**src/rtl/cmdcap_pkg.sv**
```systemverilog
package cmdcap_pkg;

   typedef enum logic [2:0] {
      RK_NONE,
      RK_R1,
      RK_R1B,
      RK_R2,
      RK_R3,
      RK_R6
   } rsp_kind_e;

   typedef struct packed {
      logic       dir;
      logic [1:0] cls;
      rsp_kind_e  kind;
      logic       init;
      logic [5:0] idx;
   } cmd_fields_t;

   localparam logic [1:0] CLS_ADDR_DATA = 2'd3;
   localparam logic [5:0] IDX_STOP      = 6'd12;

   localparam int SB_DONE  = 0;
   localparam int SB_STOP  = 2;
   localparam int SB_TMO   = 7;
   localparam int SB_CBUSY = 12;
   localparam int SB_RERR  = 14;

   function automatic int unsigned min_len(rsp_kind_e k);
      case (k)
         RK_NONE: min_len = 0;
         RK_R2:   min_len = 16;
         default: min_len = 4;
      endcase
   endfunction

endpackage

```
**src/rtl/cmdcap_decode.sv**
```systemverilog
module cmdcap_decode
   import cmdcap_pkg::*;
(
   input  logic [15:0] word,
   output cmd_fields_t fields
);
   logic [2:0] raw_kind;
   assign raw_kind = word[10:8];

   always_comb begin
      fields.idx  = word[5:0];
      fields.init = word[7];
      fields.cls  = word[13:12];
      fields.dir  = word[15];
      case (raw_kind)
         3'd1:    fields.kind = word[11] ? RK_R1B : RK_R1;
         3'd2:    fields.kind = RK_R2;
         3'd3:    fields.kind = RK_R3;
         3'd6:    fields.kind = RK_R6;
         default: fields.kind = RK_NONE;
      endcase
   end
endmodule

```
**src/rtl/cmdcap_rsp_buf.sv**
```systemverilog
module cmdcap_rsp_buf #(
   parameter int NUM_WORDS = 8,
   localparam int NUM_BYTES = 2 * NUM_WORDS,
   localparam int IDX_W     = $clog2(NUM_BYTES)
) (
   input  logic                   clk,
   input  logic                   rst_n,
   input  logic                   wipe,
   input  logic                   wr_en,
   input  logic [IDX_W-1:0]       wr_idx,
   input  logic [7:0]             wr_byte,
   input  logic                   commit,
   output logic [31:0]            head32,
   output logic [16*NUM_WORDS-1:0] words
);
   logic [7:0] byte_q [NUM_BYTES];

   for (genvar b = 0; b < NUM_BYTES; b++) begin : g_byte
      always_ff @(posedge clk or negedge rst_n) begin
         if (!rst_n)
            byte_q[b] <= '0;
         else if (wipe)
            byte_q[b] <= '0;
         else if (wr_en && wr_idx == IDX_W'(b))
            byte_q[b] <= wr_byte;
      end
   end

   for (genvar k = 0; k < NUM_WORDS; k++) begin : g_word
      localparam int HI = 2 * (NUM_WORDS - 1 - k);
      always_ff @(posedge clk or negedge rst_n) begin
         if (!rst_n)
            words[16*k +: 16] <= '0;
         else if (wipe)
            words[16*k +: 16] <= '0;
         else if (commit)
            words[16*k +: 16] <= {byte_q[HI], byte_q[HI+1]};
      end
   end

   assign head32 = {byte_q[0], byte_q[1], byte_q[2], byte_q[3]};
endmodule

```
**src/rtl/cmdcap_status.sv**
```systemverilog
module cmdcap_status (
   input  logic        clk,
   input  logic        rst_n,
   input  logic [15:0] hw_set,
   input  logic [15:0] hw_clr,
   input  logic        sw_clr_wr,
   input  logic [15:0] sw_clr_data,
   input  logic        mask_wr,
   input  logic [14:0] mask_data,
   output logic [15:0] status,
   output logic        irq
);
   logic [14:0] mask_q;
   logic [15:0] sw_clr;

   assign sw_clr = sw_clr_wr ? sw_clr_data : 16'h0000;

   always_ff @(posedge clk or negedge rst_n) begin
      if (!rst_n) begin
         status <= '0;
         mask_q <= '0;
      end else begin
         status <= (status & ~sw_clr & ~hw_clr) | hw_set;
         if (mask_wr)
            mask_q <= mask_data;
      end
   end

   assign irq = |(status[14:0] & mask_q);
endmodule

```
**src/rtl/cmd_resp_capture.sv**
```systemverilog
module cmd_resp_capture
   import cmdcap_pkg::*;
#(
   parameter int          ARG_W       = 32,
   parameter int          CNT_W       = 5,
   parameter int          NUM_WORDS   = 8,
   parameter logic [31:0] R1_ERR_MASK = 32'hFDF9_0000,
   parameter logic [15:0] R6_ERR_MASK = 16'hE008
) (
   input  logic                     clk,
   input  logic                     rst_n,
   input  logic                     ctl_enable,
   input  logic                     cmd_wr,
   input  logic [15:0]              cmd_word,
   input  logic [ARG_W-1:0]         cmd_arg,
   input  logic                     stat_clr_wr,
   input  logic [15:0]              stat_clr_data,
   input  logic                     mask_wr,
   input  logic [14:0]              mask_data,
   output logic                     card_req_valid,
   output logic [5:0]               card_req_index,
   output logic [ARG_W-1:0]         card_req_arg,
   input  logic                     rsp_cnt_valid,
   input  logic [CNT_W-1:0]         rsp_cnt,
   input  logic                     rsp_byte_valid,
   input  logic [7:0]               rsp_byte,
   output logic                     rsp_byte_ready,
   output logic                     busy,
   output logic [16*NUM_WORDS-1:0]  rsp_words,
   output logic [15:0]              status,
   output logic                     irq,
   output logic                     xfer_active,
   output logic                     xfer_dir,
   output logic                     buf_rst
);
   localparam int NUM_BYTES = 2 * NUM_WORDS;
   localparam int IDX_W     = $clog2(NUM_BYTES);
   localparam logic [CNT_W-1:0] BYTE_LIM = CNT_W'(NUM_BYTES);

   if (NUM_WORDS < 8) begin : g_chk_words
      $error("NUM_WORDS must hold a 16-byte answer");
   end
   if (CNT_W <= IDX_W) begin : g_chk_cnt
      $error("CNT_W too narrow for the answer length");
   end

   typedef enum logic [1:0] {ST_IDLE, ST_COUNT, ST_BYTES, ST_DONE} state_e;

   state_e         state_q;
   cmd_fields_t    dec;
   rsp_kind_e      kind_q;
   logic [5:0]     idx_q;
   logic [CNT_W-1:0] tot_q, rx_q, rx_nxt;
   logic           accept, init0, take, fill, tmo, err;
   logic [31:0]    head32;
   logic [15:0]    hw_set, hw_clr;

   cmdcap_decode u_dec (.word(cmd_word), .fields(dec));

   assign accept = cmd_wr && ctl_enable && (state_q == ST_IDLE);
   assign init0  = dec.init && (dec.idx == 6'd0);
   assign take   = (state_q == ST_BYTES) && rsp_byte_valid;
   assign rx_nxt = rx_q + 1'b1;

   always_ff @(posedge clk or negedge rst_n) begin
      if (!rst_n) begin
         state_q        <= ST_IDLE;
         card_req_valid <= 1'b0;
         card_req_index <= '0;
         card_req_arg   <= '0;
         kind_q         <= RK_NONE;
         idx_q          <= '0;
         tot_q          <= '0;
         rx_q           <= '0;
         xfer_active    <= 1'b0;
         xfer_dir       <= 1'b0;
         buf_rst        <= 1'b0;
      end else begin
         card_req_valid <= 1'b0;
         buf_rst        <= 1'b0;
         case (state_q)
            ST_IDLE: if (accept && !init0) begin
               state_q        <= ST_COUNT;
               card_req_valid <= 1'b1;
               card_req_index <= dec.idx;
               card_req_arg   <= cmd_arg;
               kind_q         <= dec.kind;
               idx_q          <= dec.idx;
               if (dec.cls == CLS_ADDR_DATA) begin
                  xfer_active <= 1'b1;
                  xfer_dir    <= dec.dir;
                  buf_rst     <= 1'b1;
               end else begin
                  xfer_active <= 1'b0;
               end
            end
            ST_COUNT: if (rsp_cnt_valid) begin
               tot_q   <= rsp_cnt;
               rx_q    <= '0;
               state_q <= (rsp_cnt == '0) ? ST_DONE : ST_BYTES;
            end
            ST_BYTES: if (take) begin
               rx_q <= rx_nxt;
               if (rx_nxt == tot_q)
                  state_q <= ST_DONE;
            end
            default: state_q <= ST_IDLE;
         endcase
      end
   end

   assign rsp_byte_ready = (state_q == ST_BYTES);
   assign busy           = (state_q != ST_IDLE);

   cmdcap_rsp_buf #(.NUM_WORDS(NUM_WORDS)) u_buf (
      .clk(clk), .rst_n(rst_n), .wipe(accept),
      .wr_en(take && (rx_q < BYTE_LIM)), .wr_idx(rx_q[IDX_W-1:0]),
      .wr_byte(rsp_byte), .commit(fill), .head32(head32), .words(rsp_words)
   );

   always_comb begin
      tmo = int'(tot_q) < int'(min_len(kind_q));
      case (kind_q)
         RK_R1, RK_R1B: err = !tmo && |(head32 & R1_ERR_MASK);
         RK_R6:         err = !tmo && |(head32[15:0] & R6_ERR_MASK);
         default:       err = 1'b0;
      endcase
      fill   = (state_q == ST_DONE) && !tmo && (kind_q != RK_NONE);
      hw_set = '0;
      hw_clr = '0;
      if (accept && init0)
         hw_set[SB_DONE] = 1'b1;
      if (state_q == ST_DONE) begin
         hw_set[SB_RERR] = err;
         hw_clr[SB_RERR] = !err;
         if (tmo) begin
            hw_set[SB_TMO] = 1'b1;
         end else begin
            hw_set[SB_DONE]  = 1'b1;
            hw_set[SB_STOP]  = (idx_q == IDX_STOP);
            hw_set[SB_CBUSY] = (kind_q == RK_R3) && !head32[31];
         end
      end
   end

   cmdcap_status u_stat (
      .clk(clk), .rst_n(rst_n), .hw_set(hw_set), .hw_clr(hw_clr),
      .sw_clr_wr(stat_clr_wr), .sw_clr_data(stat_clr_data),
      .mask_wr(mask_wr), .mask_data(mask_data),
      .status(status), .irq(irq)
   );
endmodule

```
**config.mk**
```make
export PLATFORM = sky130hd
export DESIGN_NAME = cmd_resp_capture
export DESIGN_NICKNAME = d
export VERILOG_FILES = /design/src/rtl/cmdcap_pkg.sv /design/src/rtl/cmdcap_decode.sv /design/src/rtl/cmdcap_rsp_buf.sv /design/src/rtl/cmdcap_status.sv /design/src/rtl/cmd_resp_capture.sv
export SDC_FILE = /design/constraint.sdc
export NUM_CORES = 1
export LEC_CHECK = 0
export ABC_AREA = 1
export BUFFER_PORTS_ARGS = -buffer_cell sky130_fd_sc_hd__buf_2
export CAP_MARGIN = 20
export CELL_PAD_IN_SITES_DETAIL_PLACEMENT = 1
export CELL_PAD_IN_SITES_GLOBAL_PLACEMENT = 2
export CORE_MARGIN = 3
export CORE_UTILIZATION = 37
export CTS_CLUSTER_SIZE = 25
export DETAILED_ROUTE_END_ITERATION = 16
export MAX_ROUTING_LAYER = met4
export PLACE_DENSITY_LB_ADDON = 0.1
export SYNTH_ARGS = -nofsm -noshare
export SYNTH_HDL_FRONTEND = slang
export SYNTH_SLANG_ARGS = --single-unit
```
**constraint.sdc**
```tcl
create_clock -name clk -period 3 [get_ports clk]
set_input_delay 0.6 -clock clk [delete_from_list [all_inputs] [get_ports clk]]
set_output_delay 0.6 -clock clk [all_outputs]
set_load 0.01 [all_outputs]
```
# Word level (Yosys, flattened, before mapping)
# Index checks and enable logic that the tools add are counted.
# totals
input_bits	100
output_inout_bits	189
ff_bits	344
elab_cells	223
# op_classes
muxes	78
eq_ne	34
order_cmp	2
n_addsub	1
reduce_logical	66
n_bitwise	6
# op_table
op	count
16-bit 2-to-1 mux	17
8-bit 2-to-1 mux	32
2-bit nonzero test	19
16-bit bitwise AND	2
4-bit == test (second input constant)	8
6-bit by 32-bit < comparator with 1-bit output	1
1-bit logical AND	28
5-bit case mux with 2 select lines	2
1-bit 2-to-1 mux	17
4-bit by 3-bit == test with 1-bit output (second input constant)	4
15-bit inverter with 16-bit output	1
16-bit inverter	1
16-bit by 15-bit OR with 16-bit output	1
15-bit bitwise AND	1
15-bit OR reduction	1
13-bit OR reduction	1
3-bit by 2-bit == test with 1-bit output (second input constant)	4
3-bit case mux with 4 select lines	1
2-bit 2-to-1 mux	5
5-bit 2-to-1 mux	2
3-bit == test (second input constant)	3
4-bit by 2-bit == test with 1-bit output (second input constant)	2
2-bit == test (second input constant)	3
3-bit by 1-bit == test with 1-bit output (second input constant)	2
other kinds (22)	29

# Depth between registers and ports, before layout
# Gate-level depths: netlist (run 1).
# logic_depth
ltp_word	11
mapped_depth	13

# Hierarchy
# From an unflattened synthesis (run 1), not the netlist that was laid out.
# hier_totals
cells_unflattened	1694
area_unflattened_um2	14737.9
# by_module_without_submodules
module	n_inst	area_per_inst_um2	cells_per_inst
cmdcap_rsp_buf	1	10497.6	1215
cmd_resp_capture	1	2713.9	324
cmdcap_status	1	1392.6	132
cmdcap_decode	1	133.9	23

# Worst setup path before layout (run 1)
# OpenSTA, ideal clock, no wires.
# synth_timing
kind	register -> register
from	register state_q[0]
to	register u_buf.byte_q[24] (netlist name)
arrival_time_ns	1.724
slack_ns	1.148
n_path_buf	0
required_ns	2.872
path_stages_with_launch	8
setup_time_ns	0.128
path_cell_list	dfrtp_1 inv_1 ha_1 nand3_4 inv_4 nand2_2 o21ai_4 mux2_1
# synth_via
elab_chain_len	5
elab_cells_between_ends	8
classes_between	1 x eq/ne; 1 x mux; 6 x reduce/logical
# synth_lines
element	line	rtl
start: declaration	cmd_resp_capture.sv:49	state_e state_q;
start signal: assignment	cmd_resp_capture.sv:100	state_q <= (rsp_cnt == '0) ? ST_DONE : ST_BYTES;
2-bit == test	--	
via rsp_byte_ready	cmd_resp_capture.sv:27	output logic rsp_byte_ready,
1-bit logical AND	cmd_resp_capture.sv:62	assign take = (state_q == ST_BYTES) && rsp_byte_valid;
1-bit logical AND	cmd_resp_capture.sv:117	.wr_en(take && (rx_q < BYTE_LIM)), .wr_idx(rx_q[IDX_W-1:0]),
1-bit logical AND	cmdcap_rsp_buf.sv:24	else if (wr_en && wr_idx == IDX_W'(b))
2-bit nonzero test (no source line)	--	
end signal: indexed assignment	cmdcap_rsp_buf.sv:25	byte_q[b] <= wr_byte;
end: declaration	cmdcap_rsp_buf.sv:16	logic [7:0] byte_q [NUM_BYTES];
# The timed path passes the listed nets, and every way through them passes these cells.
# A chain may end at the register's enable or synchronous reset.

# Worst setup path after layout (run 1)
# layout_timing
from	register state_q[0]
to	register state_q[0]
# layout_via
elab_chain_len	5
elab_cells_between_ends	12
classes_between	6 x eq/ne; 1 x mux; 5 x reduce/logical
# layout_lines
element	line	rtl
2-bit logical NOT	cmd_resp_capture.sv:60, cmd_resp_capture.sv:81	
1-bit logical AND	cmd_resp_capture.sv:60	assign accept = cmd_wr && ctl_enable && (state_q == ST_IDLE);
1-bit logical AND	cmd_resp_capture.sv:82	ST_IDLE: if (accept && !init0) begin
2-bit by 1-bit inequality test with 1-bit output (no source line)	--	
4-bit AND reduction (no source line)	--	
# Parallel ways exist; a longest one is shown, timed or not.

==> summary.txt, run 1 <==
Logic synthesis
  • Ys Warns: 0
  • Netlist Area Pre-Place: between 10000 and 15000 sq um
  • Distinct cells, synth: between 40 and 50
  • Fraction of registers with async set/reset: 100%
  • Syn Inst Count: 1414
  • Flops & latches, synth: 344
  • Synthesized net count: 1524
  • Sequential share of the synthesized area: 60.5%
  • EDFF count, synth: 0
  • Syn avg cell area: 10.1 sq um
  • Prevailing post-synth register cell: dfrtp_1

Detailed routing
  • Post-DRT Antenna Nets: 0
  • Top sig layer: met4
  • Residual DRC: 0
  • Vias per Instance: 4.93
  • Routed WL: approximately 41000 microns
  • Drt pass-1 iters: 4
  • WL/cell: 18.5 microns
  • Met3 routed WL: 2490 microns
  • M1 WL: approximately 19000 microns
  • Wire length on met2: 18600 microns
  • Iter 0 DRT Violations: approximately 530
  • Routed via count: 10975

Global route
  • GRT overflow: 0
  • Vias in the first global route: 11688
  • First-pass GRT wire length: 66600 microns
  • Initial antenna violation count: 6
  • Maximum number of pins on one net before global-route repair: 140
  • Total track usage: 21.1%

Final layout
  • Multi-input gate area: 4920 sq um
  • Final #Nets: 1789
  • FILL cells: approximately 4300
  • Most common cell after layout, fill and taps aside: nand2_1
  • Layout area overhead: 22.6%
  • Util after Layout: a little under half
  • Commonest non-fill, non-tap cells in the layout: 408 x nand2_1, 344 x dfrtp_1, 285 x buf_2
  • Post-route non-filler standard cell count: ~2200
  • Layout cells sized above 1: a little over a quarter
  • FF/Latch Area: 8610 sq um

Pwr
  • Maximum VDD drop: 0.562 mV
  • Sw frac: 36.1%
  • Seq pwr share: between 40 and 50%
  • Leak: 9.16 nW
  • Cell-internal power: 11.8 mW
  • PD cells: 1060 nW/um^2
  • Comb pwr share: 30.6%
  • Clock Power Share: 26.9%
  • Psw: around 6.6 mW

CTS
  • Sink Count: about 340
  • CTS root buffer: clkbuf_16
  • Clock-pin slew on the worst setup and hold paths: 60 ps
  • CTS tree: yes
  • CTS max path bufs: 3
  • Postcts setup bufs: 0
  • Inserted Clock Buffers: 40
  • Clk_lat worst skew: 550 ps
  • H-tree depth: 2

STA
  • Slew @ Worst Pin: 778 ps
  • Min setup slack post-route: 500 ps
  • Tcrit/Tclk final: 83.3%
  • TNS Setup: 0 ps
  • Fin Hold WS: 223 ps
  • Relative slew slack: 48.1%
  • Final setup fails: 0
  • Fmax: 400 MHz
  • Clk_skew: 20.6 ps
  • Hold Fails Final Rpt: 0
  • RSZ-0062 raised after global routing: false
  • Max-slew violations: 0
  • Tmin final: 2500 ps

Setup path
  • CP max FO: 44
  • Startpoint Class: flop
  • CP endpoint kind: flop
  • CP Data Required Time: 3430 ps
  • Critical path class: flop to flop
  • CP Data Arrival Time: roughly 2900 ps

Die
  • Die Width: ~200 microns
  • Die area: 40800 sq um
  • Die height: 202 microns
  • IO Pins: slightly below 300
  • Core Box Area: 37800 sq um
  • Initial Utilization: 37.7%
  • Rows: 71

Status
  • Status: finished, final reports clean

Placed design
  • Placer Congestion: approximately 0.74
  • Dpl hpwl: 27300 microns
  • Port bufs: 286
  • Placed Cells: between 2000 and 2500
  • Dpl ws: 503 ps

Worst hold path
  • Class of the worst hold path: primary input to flop

Run
  • Max Cap Violations: 0
worst max-delay path, stage by stage (launching register included):
cell	delay (ps)
dfrtp_1	430
inv_1	110
ha_1	270
nand3_4	290
inv_2	460
nand2_4	90
buf_4	300
a21oi_2	240
nand2_1	90
nand2_1	60
nand2_1	40
cell usage after synthesis (3+ instances only):
master,count,share of area [%]
dfrtp_1,344,61
nand4_1,7,0.31
nand2_1,408,11
nand3_2,21,1.5
mux2_1,32,2.5
ha_1,10,0.88
o22ai_1,4,0.18
a21oi_4,3,0.34
nor2_1,23,0.61
buf_2,30,1.1
o21ai_1,97,3.4
a21oi_2,4,0.25
nand3_1,245,8.6
a21boi_0,11,0.58
o21ai_0,24,0.84
a21oi_1,3,0.11
inv_2,9,0.24
buf_6,18,1.4
clkbuf_1,28,0.74
o21ai_4,3,0.34
buf_4,8,0.42
buf_1,7,0.18
inv_1,28,0.74
mux2_2,17,1.3
cells by family after synthesis:
logic type,synth area share (%)
and+or+nand+nor,22.6
DFF,60.5
AOI/OAI and AO/OA,7.09
buffers and inverters,4.93
muxes,3.88
adders and majority gates,0.880
xor gates and xnor gates,0.0616
cell type report:
cell class	count	area share, %
well taps	511	3.67
clock buffers	62	6.80
repair buffers	314	10.1
inverters	40	0.897
clock inverters	12	0.869
multi-input cells	939	28.2
flip-flops and latches	344	49.4
diodes	6	0.0861
power groups by stage:
| stage | Clock, mW | Combinational (mW) | Sequential [mW] |
|---|---|---|---|
| 4_1_cts | 5.09 | 5.78 | 7.85 |
| 3_3_place_gp | 0 | 5.58 | 7.85 |
| 6_report | 4.94 | 5.62 | 7.82 |
| 5_1_grt | 5.30 | 6.40 | 8.10 |
| 3_5_place_dp | 0 | 5.75 | 7.90 |
| 2_1_floorplan | 0 | 3.08 | 8.10 |
stage by stage:
stage          total power, mW  area, sq um
2_1_floorplan             11.2        14200
3_3_place_gp              13.4        16100
3_5_place_dp              13.7        16100
4_1_cts                   18.7        17400
5_1_grt                   19.8        17400
6_report                  18.4        17400
path summary, 6_finish.rpt:
check                                  from               end  slack [ps]  depth (start not counted)
hold reg to reg            card_req_arg[18]  card_req_arg[18]         470                          2
max in group asynchronous             rst_n  card_req_arg[30]        1520                          3
hold / removal             stat_clr_data[5]  u_stat.status[5]         220                          2
setup / recovery                 state_q[0]        state_q[0]         500                         10
setup reg to reg                 state_q[0]        state_q[0]         500                         10
min in group asynchronous             rst_n   u_buf.words[34]         560                          2
registers in the layout, summed over array words and instances, names as in the netlist:
register and count:
u_buf.head32 32, buf_rst 1, card_req_valid 1, u_buf.words 128, u_buf.byte_q 96, rx_q 5, u_stat.status 16, state_q 2
xfer_dir 1, idx_q 6, tot_q 5, u_stat.mask_q 15, xfer_active 1, card_req_arg 32, kind_q 3
routing by layer:
layer	GRT usage [%]	vias up
met5	-	-
met4	5.03	0
met3	5.43	55
met2	31.8	230
met1	28.7	5433
li1	-	5257
repair_timing:
| item | 4_1_cts | 5_1_grt |
|---|---|---|
| resized for setup | 0 | 0 |
| endpoints found under the hold margin | 45 | 0 |
| hold buffers | 1 | 0 |
(Power assumes the default switching activity.)
==> inputs of run 2 (changes only) <==
- ABC_AREA: 1 -> 0
- CORE_UTILIZATION: 37 -> 32
- clock period: 3 -> 2.3 ns (I/O delays scaled with it)
==> run 2 against run 1 <==
  * Die area increased by 11%
  * Largest power group unchanged
  * Clock power increased by 26%
  * Design area increased by 0.32%
  * Utilization decreased by 4.7 points
  * Critical path depth decreased by 6
  * Register-to-register slack got worse by 380 ps
  * Largest cell class unchanged
==> summary.txt, run 2 <==
STA
  • Slew @ Worst Pin: 676 ps (-102 ps)
  • Final setup fails: 0 (unchanged)
  • Min setup slack post-route: 93.5 ps (-406 ps)
  • Clk_skew: 12.5 ps (-8.10 ps)
  • Hold Fails Final Rpt: 0 (unchanged)
  • Relative slew slack: 54.9% (+6.8 points)
  • Tmin final: 2210 ps
  • Tcrit/Tclk final: 95.9%
  • Max-slew violations: 0 (unchanged)
  • Fmax: ~450 MHz
  • RSZ-0062 raised after global routing: true

Detailed routing
  • Iter 0 DRT Violations: 482 (-9.4%)
  • WL/cell: 21.4 microns (+16%)
  • Post-DRT Antenna Nets: 0 (unchanged)
  • Drt pass-1 iters: 4 (unchanged)
  • Residual DRC: 0 (unchanged)
  • Routed via count: 10073 (-8.2%)
  • Routed WL: 43600 microns (+5.7%)
  • Vias per Instance: 4.95 (+0.49%)

CTS
  • Inserted Clock Buffers: 40 (unchanged)
  • CTS root buffer: clkbuf_16
  • Sink Count: 344 (unchanged)
  • CTS max path bufs: 3 (unchanged)
  • Clk_lat worst skew: 560 ps (about the same)
  • Clock-pin slew on the worst setup and hold paths: 60 ps (about the same)
  • CTS tree: yes
  • H-tree depth: 2 (unchanged)

Die
  • Initial Utilization: 32.5% (-5.2 points)
  • IO Pins: 289 (unchanged)
  • Die height: 213 microns (+5.4%)
  • Rows: 75 (+5.6%)
  • Die area: 45300 sq um (+11%)
  • Die Width: 213 microns (+5.4%)
  • Core Box Area: 42100 sq um (+12%)

Logic synthesis
  • Distinct cells, synth: 52 (+16%)
  • Sequential share of the synthesized area: 62.9% (+2.3 points)
  • Top cell type's share of synthesized area: 62.9% (+2.3 points)
  • Synth top area cells: dfrtp_1 63%, mux2i_1 8.3%, a22o_1 8.1%, nand2_1 4.4%, nor2_1 3.5%
  • Synthesized net count: 1255 (-18%)
  • Flops & latches, synth: 344 (unchanged)
  • Simple-Gate Fraction of Synth Area: 10.6% (-12 points)
  • Largest family of logic cells by synthesized area: compound AO/OA/AOI/OAI gates
  • EDFF count, synth: 0 (unchanged)
  • Most numerous cell in the Yosys netlist: dfrtp_1
  • Fraction of registers with async set/reset: 100% (unchanged)
  • Syn avg cell area: 12.0 sq um (+19%)
  • Portion of netlist area occupied by mux cells: 10.1% (+6.2 points)
  • Post-Synth Adder-Cell Area: 0.914% (+0.034 points)
  • Syn Inst Count: 1145 (-19%)
  • Ys Warns: 0 (unchanged)
  • Netlist Area Pre-Place: 13700 sq um (-3.7%)
  • Prevailing post-synth register cell: dfrtp_1
  • Xor/xnor cell area share of the yosys netlist: 0.512% (+0.45 points)
  • Leading area contributor after synthesis: dfrtp_1
  • Post-synth top cells: 344 x dfrtp_1, 160 x nand2_1, 126 x a22o_1, 126 x nor2_1, 114 x mux2i_1
  • Post-synthesis compound-gate area fraction: 12.3% (+5.3 points)

Setup path
  • Startpoint Class: flop
  • CP delay by family, top: flip-flops
  • Worst-path cell chain: a222oi_1, and3_1, nand4_1, buf_2
  • CP Data Required Time: 1840 ps (-1590 ps)
  • Slowest-stage cell, CP: dfrtp_1
  • CP Data Arrival Time: 1750 ps (-1180 ps)
  • CP max FO: 2 (-95%)
  • CP endpoint kind: primary output
  • Critical path class: flop to primary output
  • Buf/Inv on CP: 1 (-2)
  • Slowest stage delay, CP: 390 ps (-70 ps)

Placed design
  • Placer Congestion: 0.784 (+5.5%)
  • Dpl hpwl: 28800 microns (+5.5%)
  • Port bufs: 286 (unchanged)
  • Dpl ws: 43.0 ps (-460 ps)

Global route
  • Initial antenna violation count: 2 (-4)
  • Maximum number of pins on one net before global-route repair: 84 (-40%)
  • Total track usage: 20.1% (-0.95 points)
  • Vias in the first global route: 10870 (-7.0%)
  • GRT overflow: 0 (unchanged)
  • First-pass GRT wire length: 67900 microns (+1.8%)

Final layout
  • Max reg flops: 128 (unchanged)
  • Ant. Diodes: 0 (-6)
  • Layout area overhead: 27.7%
  • Largest Register: u_buf.words
  • Most common cell after layout, fill and taps aside: dfrtp_1
  • Top Registers: u_buf.words x128, u_buf.byte_q x96
  • Commonest non-fill, non-tap cells in the layout: 344 x dfrtp_1, 285 x buf_2, 160 x nand2_1
  • Util after Layout: 41.5% (-4.7 points)
  • Final #Nets: 1578 (-12%)
  • Layout cells sized above 1: 30.3% (+4.2 points)

Pwr
  • Total power: 18.2 mW (-1.1%)
  • Maximum VDD drop: 0.516 mV (-8.1%)
  • PD cells: 1040 nW/um^2 (-1.4%)
  • Leak: 9.20 nW (+0.36%)

Run
  • Max Cap Violations: 0 (unchanged)

Worst hold path
  • Class of the worst hold path: primary input to flop

Status
  • Status: finished, final reports clean
-- run 2: per-stage QoR --
step	hold slack [ps]	setup TNS [ps]	std cells	area (sq um)
2_1_floorplan	164	0	1145	13700
3_3_place_gp	385	0	1961	16200
3_5_place_dp	382	0	1961	16200
4_1_cts	57.7	0	2032	17400
5_1_grt	59.3	-7.72	2035	17500
6_report	91.5	0	2035	17500
-- run 2: logic make-up after synthesis --
| kind of cell | Yosys count |
|---|---|
| muxes | 135 |
| adders and majority gates | 10 |
| and+or+nand+nor | 344 |
| xor gates and xnor gates | 8 |
| DFF | 344 |
| buffers and inverters | 84 |
| AOI/OAI and AO/OA | 220 |
-- run 2: final cells by class --
cell class              count  area, sq um
fillers                  4579        24600
flip-flops and latches    344         8610
multi-input cells         717         4760
repair buffers            355         2140
clock buffers              63         1200
well taps                 539          674
clock inverters             7         70.1
inverters                  10         37.5
-- run 2: timing repair --
action	in CTS	in global routing
setup buffers	0	3
resized for setup	0	5
setup endpoints to repair	0	64
endpoints found under the hold margin	36	0
hold buffers	1	0
-- run 2: where the power goes --
group          internal [mW]  total [mW]  switching (mW)
clock                   3.68        6.22            2.54
combinational           1.72        4.41            2.68
sequential              6.93        7.56           0.635
-- run 2: metal layers --
layer  share of wire (%)  vias up  GRT usage [%]
met4                 1.7        0           4.43
met5                   0        -              -
li1                    -     4656              -
met3                 4.8       47           4.04
met2                  48      175           31.6
met1                  46     5195           27.1
-- run 2: final timing paths --
path / from / endpoint / slack (ps) / cells after the start
setup / recovery: u_stat.status[3] / irq / 90 / 4
hold / removal: stat_clr_data[1] / u_stat.status[1] / 90 / 2
setup reg to reg: rx_q[1] / state_q[0] / 120 / 7
hold reg to reg: card_req_arg[2] / card_req_arg[2] / 470 / 2
max in group asynchronous: rst_n / card_req_arg[6] / 1070 / 3
min in group asynchronous: rst_n / u_stat.status[15] / 390 / 2
==> inputs of run 3 (changes only) <==
- HOLD_SLACK_MARGIN: default -> 0.1
==> run 3 against run 2 <==
  * Sequential share of layout area fell by 1.2 points
  * Total power rose by 0.49%
  * Global-route usage rose by 0.20 points
  * Worst hold slack improved by 34 ps
  * Final cell count rose by 2.2%
  * Sequential power barely moved
  * Die area did not move
==> summary.txt, run 3 (synthesis gave the netlist of run 2 again) <==
Status
  • Status: finished, final reports clean

Detailed routing
  • Residual DRC: 0 (unchanged)
  • WL/cell: 21.2 microns (-1.1%)
  • Vias per Instance: 4.94 (-0.23%)
  • Routed via count: 10272 (+2.0%)
  • Post-DRT Antenna Nets: 0 (unchanged)
  • Drt pass-1 iters: 4 (unchanged)
  • Iter 0 DRT Violations: 461 (-4.4%)
  • Routed WL: 44100 microns (+1.0%)

STA
  • Fmax: 451 MHz (-0.55%)
  • Clk_skew: 11.8 ps (-0.699 ps)
  • Min setup slack post-route: 81.4 ps (-12.1 ps)
  • Tcrit/Tclk final: 96.5% (+0.53 points)
  • RSZ-0062 raised after global routing: true
  • Slew @ Worst Pin: 681 ps (+5.02 ps)
  • Hold Fails Final Rpt: 0 (unchanged)
  • Max-slew violations: 0 (unchanged)
  • Final setup fails: 0 (unchanged)
  • Tmin final: 2220 ps (+12.1 ps)
  • Fin Hold WS: 126 ps (+34.1 ps)
  • Relative slew slack: 54.6% (-0.33 points)

Placed design
  • Port bufs: 286 (unchanged)
  • Dpl ws: 43.0 ps (unchanged)
  • Dpl hpwl: 28800 microns (unchanged)
  • Placer Congestion: 0.784 (unchanged)
  • Placed Area: 16200 sq um (unchanged)

Run
  • Max Cap Violations: 0 (unchanged)

Setup path
  • Critical path class: primary input to flop
  • Reg2reg setup slack: 100 ps (-20 ps)
  • R2R depth: 7 (unchanged)
  • CP Data Required Time: 2740 ps (+900 ps)
  • Startpoint Class: primary input
  • Worst-path cell chain: dlygate4sd3_1, buf_2, or4b_4, o41ai_4, buf_4, inv_2, and3_4, mux2_4
  • R2R Path End: state_q[0]
  • Worst Setup EP: xfer_dir
  • Slowest-stage cell, CP: or4b_4
  • CP endpoint kind: flop
  • CP startpoint: cmd_word[2]
  • CP Data Arrival Time: 2660 ps (+910 ps)
  • Slowest stage delay, CP: 550 ps (+160 ps)
  • CP max FO: 3 (+1)
  • FF-to-FF Start: rx_q[1]

Die
  • Core Box Area: 42100 sq um (unchanged)
  • Initial Utilization: 32.5% (unchanged)
  • Die Width: 213 microns (unchanged)
  • Rows: 75 (unchanged)
  • IO Pins: 289 (unchanged)
  • Die area: 45300 sq um (unchanged)
  • Die height: 213 microns (unchanged)

Final layout
  • Largest Register: u_buf.words
  • Design area: 17900 sq um (+2.6%)
  • Max reg flops: 128 (unchanged)
  • Top Registers: u_buf.words x128, u_buf.byte_q x96
  • Commonest non-fill, non-tap cells in the layout: 344 x dfrtp_1, 285 x buf_2, 160 x nand2_1
  • Layout area overhead: 31.0%
  • FILL cells: 4558 (-0.46%)
  • Layout cells sized above 1: 29.5% (-0.89 points)
  • Most common cell after layout, fill and taps aside: dfrtp_1
  • Final #Nets: 1623 (+2.9%)
  • Ant. Diodes: 0 (unchanged)
  • Util after Layout: 42.6% (+1.1 points)

Global route
  • Total track usage: 20.3% (+0.20 points)
  • Vias in the first global route: 11143 (+2.5%)
  • Initial antenna violation count: 2 (unchanged)
  • GRT overflow: 0 (unchanged)
  • Maximum number of pins on one net before global-route repair: 84 (unchanged)
  • First-pass GRT wire length: 68700 microns (+1.3%)

Pwr
  • Total power: 18.3 mW (+0.49%)
  • PD cells: 1020 nW/um^2 (-2.0%)
  • Leak: 9.39 nW (+2.0%)
  • Maximum VDD drop: 0.516 mV (about the same)

CTS
  • Clk_lat worst skew: 560 ps (about the same)
  • CTS max path bufs: 3 (unchanged)
  • CTS tree: yes
  • Sink Count: 344 (unchanged)
  • CTS root buffer: clkbuf_16
  • H-tree depth: 2 (unchanged)
  • Clock-pin slew on the worst setup and hold paths: 60 ps (about the same)
  • Inserted Clock Buffers: 40 (unchanged)

Worst hold path
  • Hold path depth: 3 (+1)
  • Class of the worst hold path: primary input to flop
## run 3: critical path, delay by kind of cell
family | cells | cell delay (ps)
compound gates | 1 | 270
buf+inv | 4 | 900
simple gates | 2 | 730
mux | 1 | 290
## run 3: final cells by class
cell class                      count  area [sq um]  area share [%]
Tap cell                          539           674            3.76
Multi-Input combinational cell    717          4760            26.5
Sequential cell                   344          8610            48.0
Timing Repair Buffer              400          2590            14.4
Clock inverter                      7          70.1           0.391
Inverter                           10          37.5           0.209
Clock buffer                       63          1200            6.68
## run 3: what timing repair did
item / CTS / global route
resized for setup: 0 / 5
setup buffers: 0 / 3
hold endpoints to repair: 81 / 0
endpoints found under the setup margin: 0 / 63
hold buffers: 46 / 0
## run 3: where the power goes
part | total (mW) | switching, mW | leakage, nW | internal (mW)
Sequential | 7.56 | 0.634 | 4.67 | 6.93
Clock | 6.23 | 2.55 | 0.620 | 3.68
Combinational | 4.49 | 2.71 | 4.09 | 1.78
## run 3: per-stage QoR
step | instances | setup TNS, ps
after floorplan | 1145 | 0
final | 2080 | 0
after detailed placement | 1961 | 0
after global routing | 2080 | -7.72
after global placement | 1961 | 0
after CTS | 2077 | 0
## run 3: routing by layer
metal  up-vias  share of wire (%)  GRT usage [%]
li1       4749                  -              -
met5         -                  0              -
met1      5279                 46           27.3
met4         0                2.2           5.18
met3        53                4.5           4.04
met2       191                 47           31.7
## run 3: worst min path at each step
stage | start | to | slack, ps
global route | mask_data[12] | u_stat.mask_q[12] | 110
detailed placement | rst_n | u_stat.status[10] | 380
global placement | rst_n | u_stat.status[15] | 390
floorplan | rst_n | buf_rst | 160
CTS | cmd_word[4] | idx_q[4] | 100
finish | cmd_word[4] | idx_q[4] | 130
